`config.mk`:
```
export PLATFORM = sky130hd
export DESIGN_NAME = gdm_top
export DESIGN_NICKNAME = d
export VERILOG_FILES = /design/src/rtl/gdm_pkg.sv /design/src/rtl/gdm_delay_line.sv /design/src/rtl/gdm_mix_chan.sv /design/src/rtl/gdm_top.sv
export SDC_FILE = /design/constraint.sdc
export NUM_CORES = 2
export LEC_CHECK = 0
export BUFFER_PORTS_ARGS = -buffer_cell sky130_fd_sc_hd__clkbuf_2
export CAP_MARGIN = 0
export CORE_MARGIN = 2
export CORE_UTILIZATION = 70
export CTS_BUF_LIST = sky130_fd_sc_hd__clkbuf_4 sky130_fd_sc_hd__clkbuf_8
export CTS_CLUSTER_SIZE = 10
export DETAILED_ROUTE_END_ITERATION = 10
export PLACE_DENSITY = 0.88
export SYNTH_ARGS = -nofsm -noshare
export SYNTH_HDL_FRONTEND = slang
export SYNTH_SLANG_ARGS = --single-unit
export TNS_END_PERCENT = 50
```
`constraint.sdc`:
```
create_clock -name clk_i -period 6.1 [get_ports clk_i]
set_input_delay 1.22 -clock clk_i [delete_from_list [all_inputs] [get_ports clk_i]]
set_output_delay 1.22 -clock clk_i [all_outputs]
set_load 0.02 [all_outputs]
```
`src/rtl/gdm_pkg.sv`:
```
package gdm_pkg;
  localparam int unsigned SAMPLE_W = 24;

  function automatic logic [SAMPLE_W-1:0] sat_add(input logic [SAMPLE_W-1:0] a,
                                                  input logic [SAMPLE_W-1:0] b);
    logic [SAMPLE_W:0] s;
    s = {a[SAMPLE_W-1], a} + {b[SAMPLE_W-1], b};
    if (s[SAMPLE_W] != s[SAMPLE_W-1])
      return s[SAMPLE_W] ? {1'b1, {(SAMPLE_W-1){1'b0}}} : {1'b0, {(SAMPLE_W-1){1'b1}}};
    return s[SAMPLE_W-1:0];
  endfunction
endpackage

```
`src/rtl/gdm_delay_line.sv`:
```
module gdm_delay_line #(
  parameter int unsigned W     = 24,
  parameter int unsigned DEPTH = 24,
  parameter int unsigned DLY_W = 5
) (
  input  logic             clk_i,
  input  logic             rst_ni,
  input  logic             strobe_i,
  input  logic [DLY_W-1:0] delay_i,
  input  logic [W-1:0]     din_i,
  output logic [W-1:0]     tap_o
);
  localparam logic [DLY_W-1:0] DEPTH_C = DLY_W'(DEPTH);

  logic [W-1:0]     mem_q [DEPTH];
  logic [DLY_W-1:0] eff_dly;
  logic [DLY_W-1:0] idx;

  always_ff @(posedge clk_i or negedge rst_ni) begin
    if (!rst_ni) begin
      for (int i = 0; i < DEPTH; i++) mem_q[i] <= '0;
    end else if (strobe_i) begin
      mem_q[0] <= din_i;
      for (int i = 1; i < DEPTH; i++) mem_q[i] <= mem_q[i-1];
    end
  end

  // clamp setting, 0 = pass current sample
  always_comb begin
    eff_dly = (delay_i > DEPTH_C) ? DEPTH_C : delay_i;
    idx     = eff_dly - 1'b1;
    tap_o   = (eff_dly == '0) ? din_i : mem_q[idx];
  end

  p_shift_in_r3: assert property (@(posedge clk_i) disable iff (!rst_ni)
    strobe_i |=> mem_q[0] == $past(din_i));
  p_clamp_r4: assert property (@(posedge clk_i) disable iff (!rst_ni)
    (delay_i > DEPTH_C) |-> tap_o == mem_q[DEPTH-1]);
  p_hold_mem_r8: assert property (@(posedge clk_i) disable iff (!rst_ni)
    !strobe_i |=> $stable(mem_q[0]));
endmodule

```
`src/rtl/gdm_mix_chan.sv`:
```
module gdm_mix_chan
  import gdm_pkg::*;
#(
  parameter int unsigned DEPTH = 24,
  parameter int unsigned DLY_W = 5
) (
  input  logic                clk_i,
  input  logic                rst_ni,
  input  logic                strobe_i,
  input  logic [DLY_W-1:0]    delay_i,
  input  logic [SAMPLE_W-1:0] audio_i,
  input  logic [SAMPLE_W-1:0] lowlat_i,
  output logic [SAMPLE_W-1:0] mix_o
);
  logic [SAMPLE_W-1:0] tap;
  logic [SAMPLE_W-1:0] sum;
  logic [SAMPLE_W-1:0] mix_q;

  gdm_delay_line #(.W(SAMPLE_W), .DEPTH(DEPTH), .DLY_W(DLY_W)) u_dly (
    .clk_i    (clk_i),
    .rst_ni   (rst_ni),
    .strobe_i (strobe_i),
    .delay_i  (delay_i),
    .din_i    (audio_i),
    .tap_o    (tap)
  );

  assign sum = sat_add(tap, lowlat_i);

  always_ff @(posedge clk_i or negedge rst_ni) begin
    if (!rst_ni)       mix_q <= '0;
    else if (strobe_i) mix_q <= sum;
  end

  assign mix_o = mix_q;

  p_sat_pos_r6: assert property (@(posedge clk_i) disable iff (!rst_ni)
    (strobe_i && !tap[SAMPLE_W-1] && !lowlat_i[SAMPLE_W-1]) |=> !mix_q[SAMPLE_W-1]);
  p_sat_neg_r7: assert property (@(posedge clk_i) disable iff (!rst_ni)
    (strobe_i && tap[SAMPLE_W-1] && lowlat_i[SAMPLE_W-1]) |=> mix_q[SAMPLE_W-1]);
  p_zero_pass_r2: assert property (@(posedge clk_i) disable iff (!rst_ni)
    (strobe_i && delay_i == '0 && lowlat_i == '0) |=> mix_q == $past(audio_i));
  p_out_hold_r8: assert property (@(posedge clk_i) disable iff (!rst_ni)
    !strobe_i |=> $stable(mix_q));
endmodule

```
`src/rtl/gdm_top.sv`:
```
module gdm_top
  import gdm_pkg::*;
#(
  parameter int unsigned NUM_CH    = 4,
  parameter int unsigned MAX_DELAY = 24,
  parameter int unsigned DLY_W     = 5
) (
  input  logic                       clk_i,
  input  logic                       rst_ni,
  input  logic                       strobe_i,
  input  logic [DLY_W-1:0]           delay_i,
  input  logic [NUM_CH*SAMPLE_W-1:0] audio_i,
  input  logic [NUM_CH*SAMPLE_W-1:0] lowlat_i,
  output logic [NUM_CH*SAMPLE_W-1:0] mix_o
);
  for (genvar c = 0; c < NUM_CH; c++) begin : g_ch
    gdm_mix_chan #(.DEPTH(MAX_DELAY), .DLY_W(DLY_W)) u_ch (
      .clk_i    (clk_i),
      .rst_ni   (rst_ni),
      .strobe_i (strobe_i),
      .delay_i  (delay_i),
      .audio_i  (audio_i[c*SAMPLE_W +: SAMPLE_W]),
      .lowlat_i (lowlat_i[c*SAMPLE_W +: SAMPLE_W]),
      .mix_o    (mix_o[c*SAMPLE_W +: SAMPLE_W])
    );
  end

  p_bus_hold_r8: assert property (@(posedge clk_i) disable iff (!rst_ni)
    !strobe_i |=> $stable(mix_o));
endmodule

```
# Yosys cells after proc, flatten, opt, wreduce, memory -nomap -nowiden
# Cells that the tools add are included.
[totals] out_inout_bits=96 regBits=2400 input_bits=200
[classes] eq_ne=4 n_reduce_logical=1 bitwise=1 magnitude_cmp=2 n_mux=33 addsub=5
[op_table] operator="24-bit two-way mux" count=24
[op_table] operator="24-bit binary-select mux with 5-bit select" count=4
[op_table] operator="24-bit by 24-bit adder with 25-bit output" count=4
[op_table] operator="6-bit greater-or-equal comparator (second input constant)" count=1
[op_table] operator="5-bit inverter with 6-bit output" count=1
[op_table] operator="5-bit > comparator (second input constant)" count=1
[op_table] operator="5-bit zero test" count=1
[op_table] operator="5-bit two-way mux" count=1
[op_table] operator="5-bit by 1-bit subtractor with 5-bit output (second input constant)" count=1
[op_table] operator="1-bit two-way mux" count=4
[op_table] operator="1-bit inequality test" count=4

# Logic depth before layout (Yosys ltp)
[depth] depth_word=12 mapped_depth=26 mapped_depth_nobuf=20

# By module
# From an unflattened synthesis, not the netlist that was laid out.
[hier_totals] hier_cells=8872 hier_area_um2=114049.4
[by_module_without_submodules] mod="gdm_delay_line" cells_each=1927 area_per_inst_um2=26157.6 seq_area_each_um2=14413.8 n_inst=4
[by_module_without_submodules] mod="gdm_mix_chan" cells_each=291 area_per_inst_um2=2354.8 seq_area_each_um2=600.6 n_inst=4

# Worst setup path after synthesis
# OpenSTA, ideal clock, no wires.
[synth_path] path_kind="input -> register" from="input port delay_i[0]" to="register g_ch[1].u_ch.mix_q[19]" n_path_buf=6 required_ns=5.968 setup_slack_ns=0.716 cell_stages=23 arrival_ns=5.252 setup_time_ns=0.132 path_cell_list="clkbuf_1 and2_1 buf_2 buf_2 clkbuf_1 clkbuf_1 nand3_1 a311oi_1 a31oi_1 o21ai_0 o21ai_0 ha_1 fa_1 a21oi_1 nor2_1 o211ai_1 a41oi_1 o2111ai_1 a22o_1 nor2_1 buf_2 a2111oi_0 o2bb2ai_1"
[synth_between] elab_chain_len=12 elab_cells_between_ends=15 classes_between="add/sub (2); order compare (1); eq/ne (1); mux (9); bitwise (1); reduce/logical (1)"
[synth_lines] item="start, declared" line="gdm_top.sv:11" source="input logic [DLY_W-1:0] delay_i,"
[synth_lines] item="5-bit > comparator" line="gdm_delay_line.sv:30" source="eff_dly = (delay_i > DEPTH_C) ? DEPTH_C : delay_i;"
[synth_lines] item="5-bit two-way mux (*)" line="gdm_delay_line.sv:30"
[synth_lines] item="5-bit by 1-bit subtractor with 5-bit output" line="gdm_delay_line.sv:31" source="idx = eff_dly - 1'b1;"
[synth_lines] item="5-bit inverter with 6-bit output (not written as such)" line="gdm_delay_line.sv:32" source="tap_o = (eff_dly == '0) ? din_i : mem_q[idx];"
[synth_lines] item="24-bit binary-select mux with 5-bit select" line="gdm_delay_line.sv:32"
[synth_lines] item="24-bit two-way mux (not written as such) (2 in a row)" line="gdm_delay_line.sv:32"
[synth_lines] item="24-bit two-way mux (*)" line="gdm_delay_line.sv:32"
[synth_lines] item="24-bit by 24-bit adder with 25-bit output (*)" line="gdm_pkg.sv:7" source="s = {a[SAMPLE_W-1], a} + {b[SAMPLE_W-1], b};"
[synth_lines] item="24-bit two-way mux / 1-bit inequality test (equally long branches)" line="gdm_pkg.sv:9, gdm_pkg.sv:8"
[synth_lines] item="24-bit two-way mux / 1-bit two-way mux (equally long branches)" line="gdm_pkg.sv:8" source="if (s[SAMPLE_W] != s[SAMPLE_W-1])"
[synth_lines] item="24-bit two-way mux (*)" line="gdm_pkg.sv:10" source="return s[SAMPLE_W-1:0];"
[synth_lines] item="end signal, assigned" line="gdm_mix_chan.sv:32" source="else if (strobe_i) mix_q <= sum;"
[synth_lines] item="end, declared" line="gdm_mix_chan.sv:17" source="logic [SAMPLE_W-1:0] mix_q;"
# Every way passes the cells marked *; elsewhere a longest branch is shown, timed or not. The select of a mux whose other input is x is not followed.
# A chain may end at the register's enable or synchronous reset.

# Worst setup path after layout
[layout_path] from="input port delay_i[4]" to="register g_ch[2].u_ch.mix_q[21]"
[layout_between] elab_chain_len=12 elab_cells_between_ends=15 classes_between="add/sub (2); order compare (1); eq/ne (1); mux (9); bitwise (1); reduce/logical (1)"
[layout_lines] item="5-bit > comparator" line="gdm_delay_line.sv:30"
[layout_lines] item="5-bit two-way mux (*)" line="gdm_delay_line.sv:30"
[layout_lines] item="5-bit by 1-bit subtractor with 5-bit output" line="gdm_delay_line.sv:31"
[layout_lines] item="5-bit inverter with 6-bit output (not written as such)" line="gdm_delay_line.sv:32"
[layout_lines] item="24-bit binary-select mux with 5-bit select" line="gdm_delay_line.sv:32"
[layout_lines] item="24-bit two-way mux (not written as such) (2 in a row)" line="gdm_delay_line.sv:32"
[layout_lines] item="24-bit two-way mux (*)" line="gdm_delay_line.sv:32"
[layout_lines] item="24-bit by 24-bit adder with 25-bit output (*)" line="gdm_pkg.sv:7"
[layout_lines] item="24-bit two-way mux / 1-bit inequality test (equally long branches)" line="gdm_pkg.sv:9, gdm_pkg.sv:8"
[layout_lines] item="24-bit two-way mux / 1-bit two-way mux (equally long branches)" line="gdm_pkg.sv:8"
[layout_lines] item="24-bit two-way mux (*)" line="gdm_pkg.sv:10"
[layout_lines] item="end signal, assigned" line="gdm_mix_chan.sv:32"
[layout_lines] item="end, declared" line="gdm_mix_chan.sv:17"
# Marked as above.

==> flow_metrics.env <==
export IMPL_firstDrtPassIters=6
export IMPL_die_area_um2=168000
export IMPL_power_uw=60200
export IMPL_synthArstFlopShare=1.00
export IMPL_synth_cells=10800
export IMPL_rsz0062_at_grt="no"
export IMPL_max_slew_margin=0.112
export IMPL_irDropWorstVdd_uv=375
export IMPL_core_area_um2=163000
export IMPL_clk_latency_ns=1.10
export IMPL_worst_slew_pin_slew_ns=1.33
export IMPL_synth_largest_area_cell="dfrtp_1"
export IMPL_die_h_um=410
export IMPL_clockBufferDepth=4
export IMPL_synth_area_leaders="dfrtp_1, mux2_2, nand2_1, nand3_1, clkbuf_1"
export IMPL_swShare=0.337
export IMPL_final_cell_area_um2=130000
export IMPL_crit_path_end_kind="flip-flop"
export IMPL_grt_pass1_wl_um=506000
export IMPL_ios=296
export IMPL_cts_hold_buf=0
export IMPL_slew_viol_final=0
export IMPL_ant_nets=0
export IMPL_critPathKind="primary input to flip-flop"
export IMPL_drv_cap=0
export IMPL_yosys_most_used_dff="dfrtp_1"
export IMPL_final_setup_viol_count=0
export IMPL_dp_hpwl_um=192000
export IMPL_viasPerCell=6.57
export IMPL_clkSinkCount=2400
export IMPL_path_clk_slew_ns=0.07
export IMPL_cts_inserted_buffers=388
export IMPL_avgRoutedWirePerCell_um=23.2
export IMPL_grt_pass1_vias=93100
export IMPL_required_ns=7.04
export IMPL_antenna_found_initial=32
export IMPL_synth_seq_cells=2400
export IMPL_fin_skew_ns=0.0773
export IMPL_period_share=0.897
export IMPL_multiInputGateArea_um2=51900
export IMPL_grt_start_max_net_pins=197
export IMPL_grt_use_total=0.376
export IMPL_yosys_area_top_type_share=0.521
export IMPL_drc_errors=0
export IMPL_gr_total_overflow=0
export IMPL_gp_congestion=0.943
export IMPL_clkPwrFrac=0.245
export IMPL_synth_fp_nets=11100
export IMPL_initial_core_util=0.706
export IMPL_intPower_uw=39900
export IMPL_synth_area_per_cell_um2=10.7
export IMPL_power_density_nw_per_um2=462
export IMPL_sequentialPowerShare=0.469
export IMPL_p_leak_uw=0.0587
export IMPL_yosysWarningCount=0
export IMPL_synth_edf_count=0
export IMPL_cts_max_level=5
export IMPL_dpl_cell_area_um2=122000
export IMPL_post_route_min_period_ns=5.47
export IMPL_io_buffers=295
export IMPL_rows=148
export IMPL_vias=89800
export IMPL_final_hold_viol_count=0
export IMPL_area_delta_synth_final_pct=13.1
export IMPL_synth_distinct_cells=77
export IMPL_drt_iter0_drc=10800
export IMPL_postCtsSetupBuffers=0
export IMPL_register_area_um2=60100
export IMPL_rr_worst_depth=17
export IMPL_post_cts_resized=0
export IMPL_cp_arrival_ns=6.40
export IMPL_root_buffer="clkbuf_8"
export IMPL_status="finished, final reports clean"
export IMPL_crit_path_start_kind="primary input"
export IMPL_tritoncts="built"
export IMPL_fp_dieW_um=410
export IMPL_yosysSeqAreaShare=0.521
export IMPL_combPwrFrac=0.286
export IMPL_crit_path_max_fanout=11
export IMPL_final_core_util=0.799
export IMPL_max_freq_mhz=183
export IMPL_drive_gt1_frac=0.336
export IMPL_hold_class="primary input to async pin"
export IMPL_drt_total_wl_um=317000
export IMPL_fin_nets=11500
export IMPL_n_fill_cell=8306
export IMPL_syn_area_um2=115000
export IMPL_p_switching_uw=20300
export IMPL_holdWs_ns=0.185
## cell usage after synthesis, drive strengths merged (3+ instances only)
cell and n:
a311oi 194, and2 9, fa 4, o2bb2ai 84, nor3 15, or2 4
nand2 2456, xnor2 47, dfrtp 2400, buf 205, o31ai 4, nand3 1451
a21oi 92, inv 26, xor2 31, o211ai 11, nand2b 6, a211oi 9
clkbuf 598, a211o 6, a31o 3, o21bai 10, and3 109, a21o 34
nor2b 4, nor2 127, nor4 5, or3 6, mux2 2305, nand4 6
a2111oi 7, and4 3, o21ai 232, a31oi 116, o21a 11, ha 96
## area by class of cell
class / instances / share of cell area
Tap cell: 2175 / 0.0209
Antenna cell: 18 / 0.000346
Clock buffer: 599 / 0.0580
Sequential cell: 2400 / 0.461
Multi-Input combinational cell: 7535 / 0.398
Timing Repair Buffer: 872 / 0.0562
Clock inverter: 57 / 0.00444
Inverter: 26 / 0.000768
## worst max-delay path, cell delays in order
cell and delay (ns):
clkbuf_2 0.09, nand2_1 0.24, buf_4 0.22, and2_4 0.28, buf_4 0.26, buf_4 0.21
and3_1 0.17, a311oi_1 0.05, a311oi_1 0.46, a31oi_1 0.08, o21ai_0 0.46, o21ai_0 0.18
ha_1 0.40, nor2_1 0.07, o31a_2 0.33, o31a_2 0.39, o31ai_2 0.45, o41ai_1 0.17
nor2b_1 0.14, o21a_1 0.15, nor3_1 0.06, o32ai_1 0.29
## state kept, by name, summed over array words and instances (netlist names)
| name | cells |
|---|---|
| g_ch.u_ch.u_dly.mem_q | 2304 |
| g_ch.u_ch.mix_o | 96 |
## power by group through the flow
stage / Combinational (uW) / Clock [uW] / Sequential [uW]
2_1_floorplan: 11800 / 0 / 26600
3_3_place_gp: 15700 / 0 / 27300
3_5_place_dp: 16600 / 0 / 28000
4_1_cts: 17100 / 14800 / 28000
5_1_grt: 18700 / 15500 / 29000
6_report: 17200 / 14700 / 28200
## final timing paths
check | from | slack [ns] | end
worst min register to register | g_ch[2].u_ch.u_dly.mem_q[535] | 0.46 | g_ch[2].u_ch.u_dly.mem_q[511]
worst max-delay path | delay_i[4] | 0.63 | g_ch[2].u_ch.mix_o[21]
max in group asynchronous | rst_ni | 4.32 | g_ch[0].u_ch.u_dly.mem_q[511]
worst max register to register | g_ch[2].u_ch.u_dly.mem_q[553] | 1.60 | g_ch[2].u_ch.mix_o[21]
min in group clk_i | audio_i[48] | 0.38 | g_ch[2].u_ch.u_dly.mem_q[552]
worst min-delay path | rst_ni | 0.19 | g_ch[3].u_ch.u_dly.mem_q[429]
## metal layers
metal,vias to the layer above,part of all wire,wire (um),GRT usage
met5,-,0.00034,107,0
met3,1132,0.10,33100,0.0987
met1,45200,0.38,121000,0.498
met4,16,0.046,14500,0.178
li1,38700,-,-,-
met2,4863,0.47,149000,0.582
## cell families after synthesis
| family | count (synthesis) | share of synthesized area |
|---|---|---|
| adder cells (fa/ha/maj) | 100 | 0.0111 |
| AO/OA/AOI/OAI | 842 | 0.0507 |
| AND/OR/NAND/NOR | 4208 | 0.157 |
| multiplexers | 2307 | 0.226 |
| buffers and inverters | 829 | 0.0285 |
| flip-flops | 2400 | 0.521 |
| XOR/XNOR | 78 | 0.00593 |
## layout by cell type (no fill, tap or decap), types with 8 or more instances in the layout
cell	count
clkbuf_2	293
mux2_2	2305
a311oi_1	194
o21ai_0	221
o21a_1	11
o211ai_1	11
inv_1	25
a21o_1	34
nor3_1	15
o2bb2ai_1	83
xnor2_1	47
nand2_1	2452
clkinv_2	40
buf_12	121
o21ai_1	9
o21bai_1	10
buf_4	458
clkbuf_4	111
ha_1	96
bufinv_16	11
diode_2	18
dfrtp_1	2400
and3_1	108
nand3_1	1450
xor2_1	31
a21oi_1	91
a31oi_1	116
nor2_1	125
clkbuf_8	488
a211oi_1	8
## metrics by stage
stage               setup TNS, ns  std cells  worst slack (ns)
floorplan                       0      10800             0.716
global placement           -0.126      13000           -0.0521
detailed placement          -3.07      13000            -0.138
CTS                             0      13700             0.883
global route                    0      13700             0.509
finish                          0      13700             0.631
Note: power is estimated with default switching activity, not from simulation.
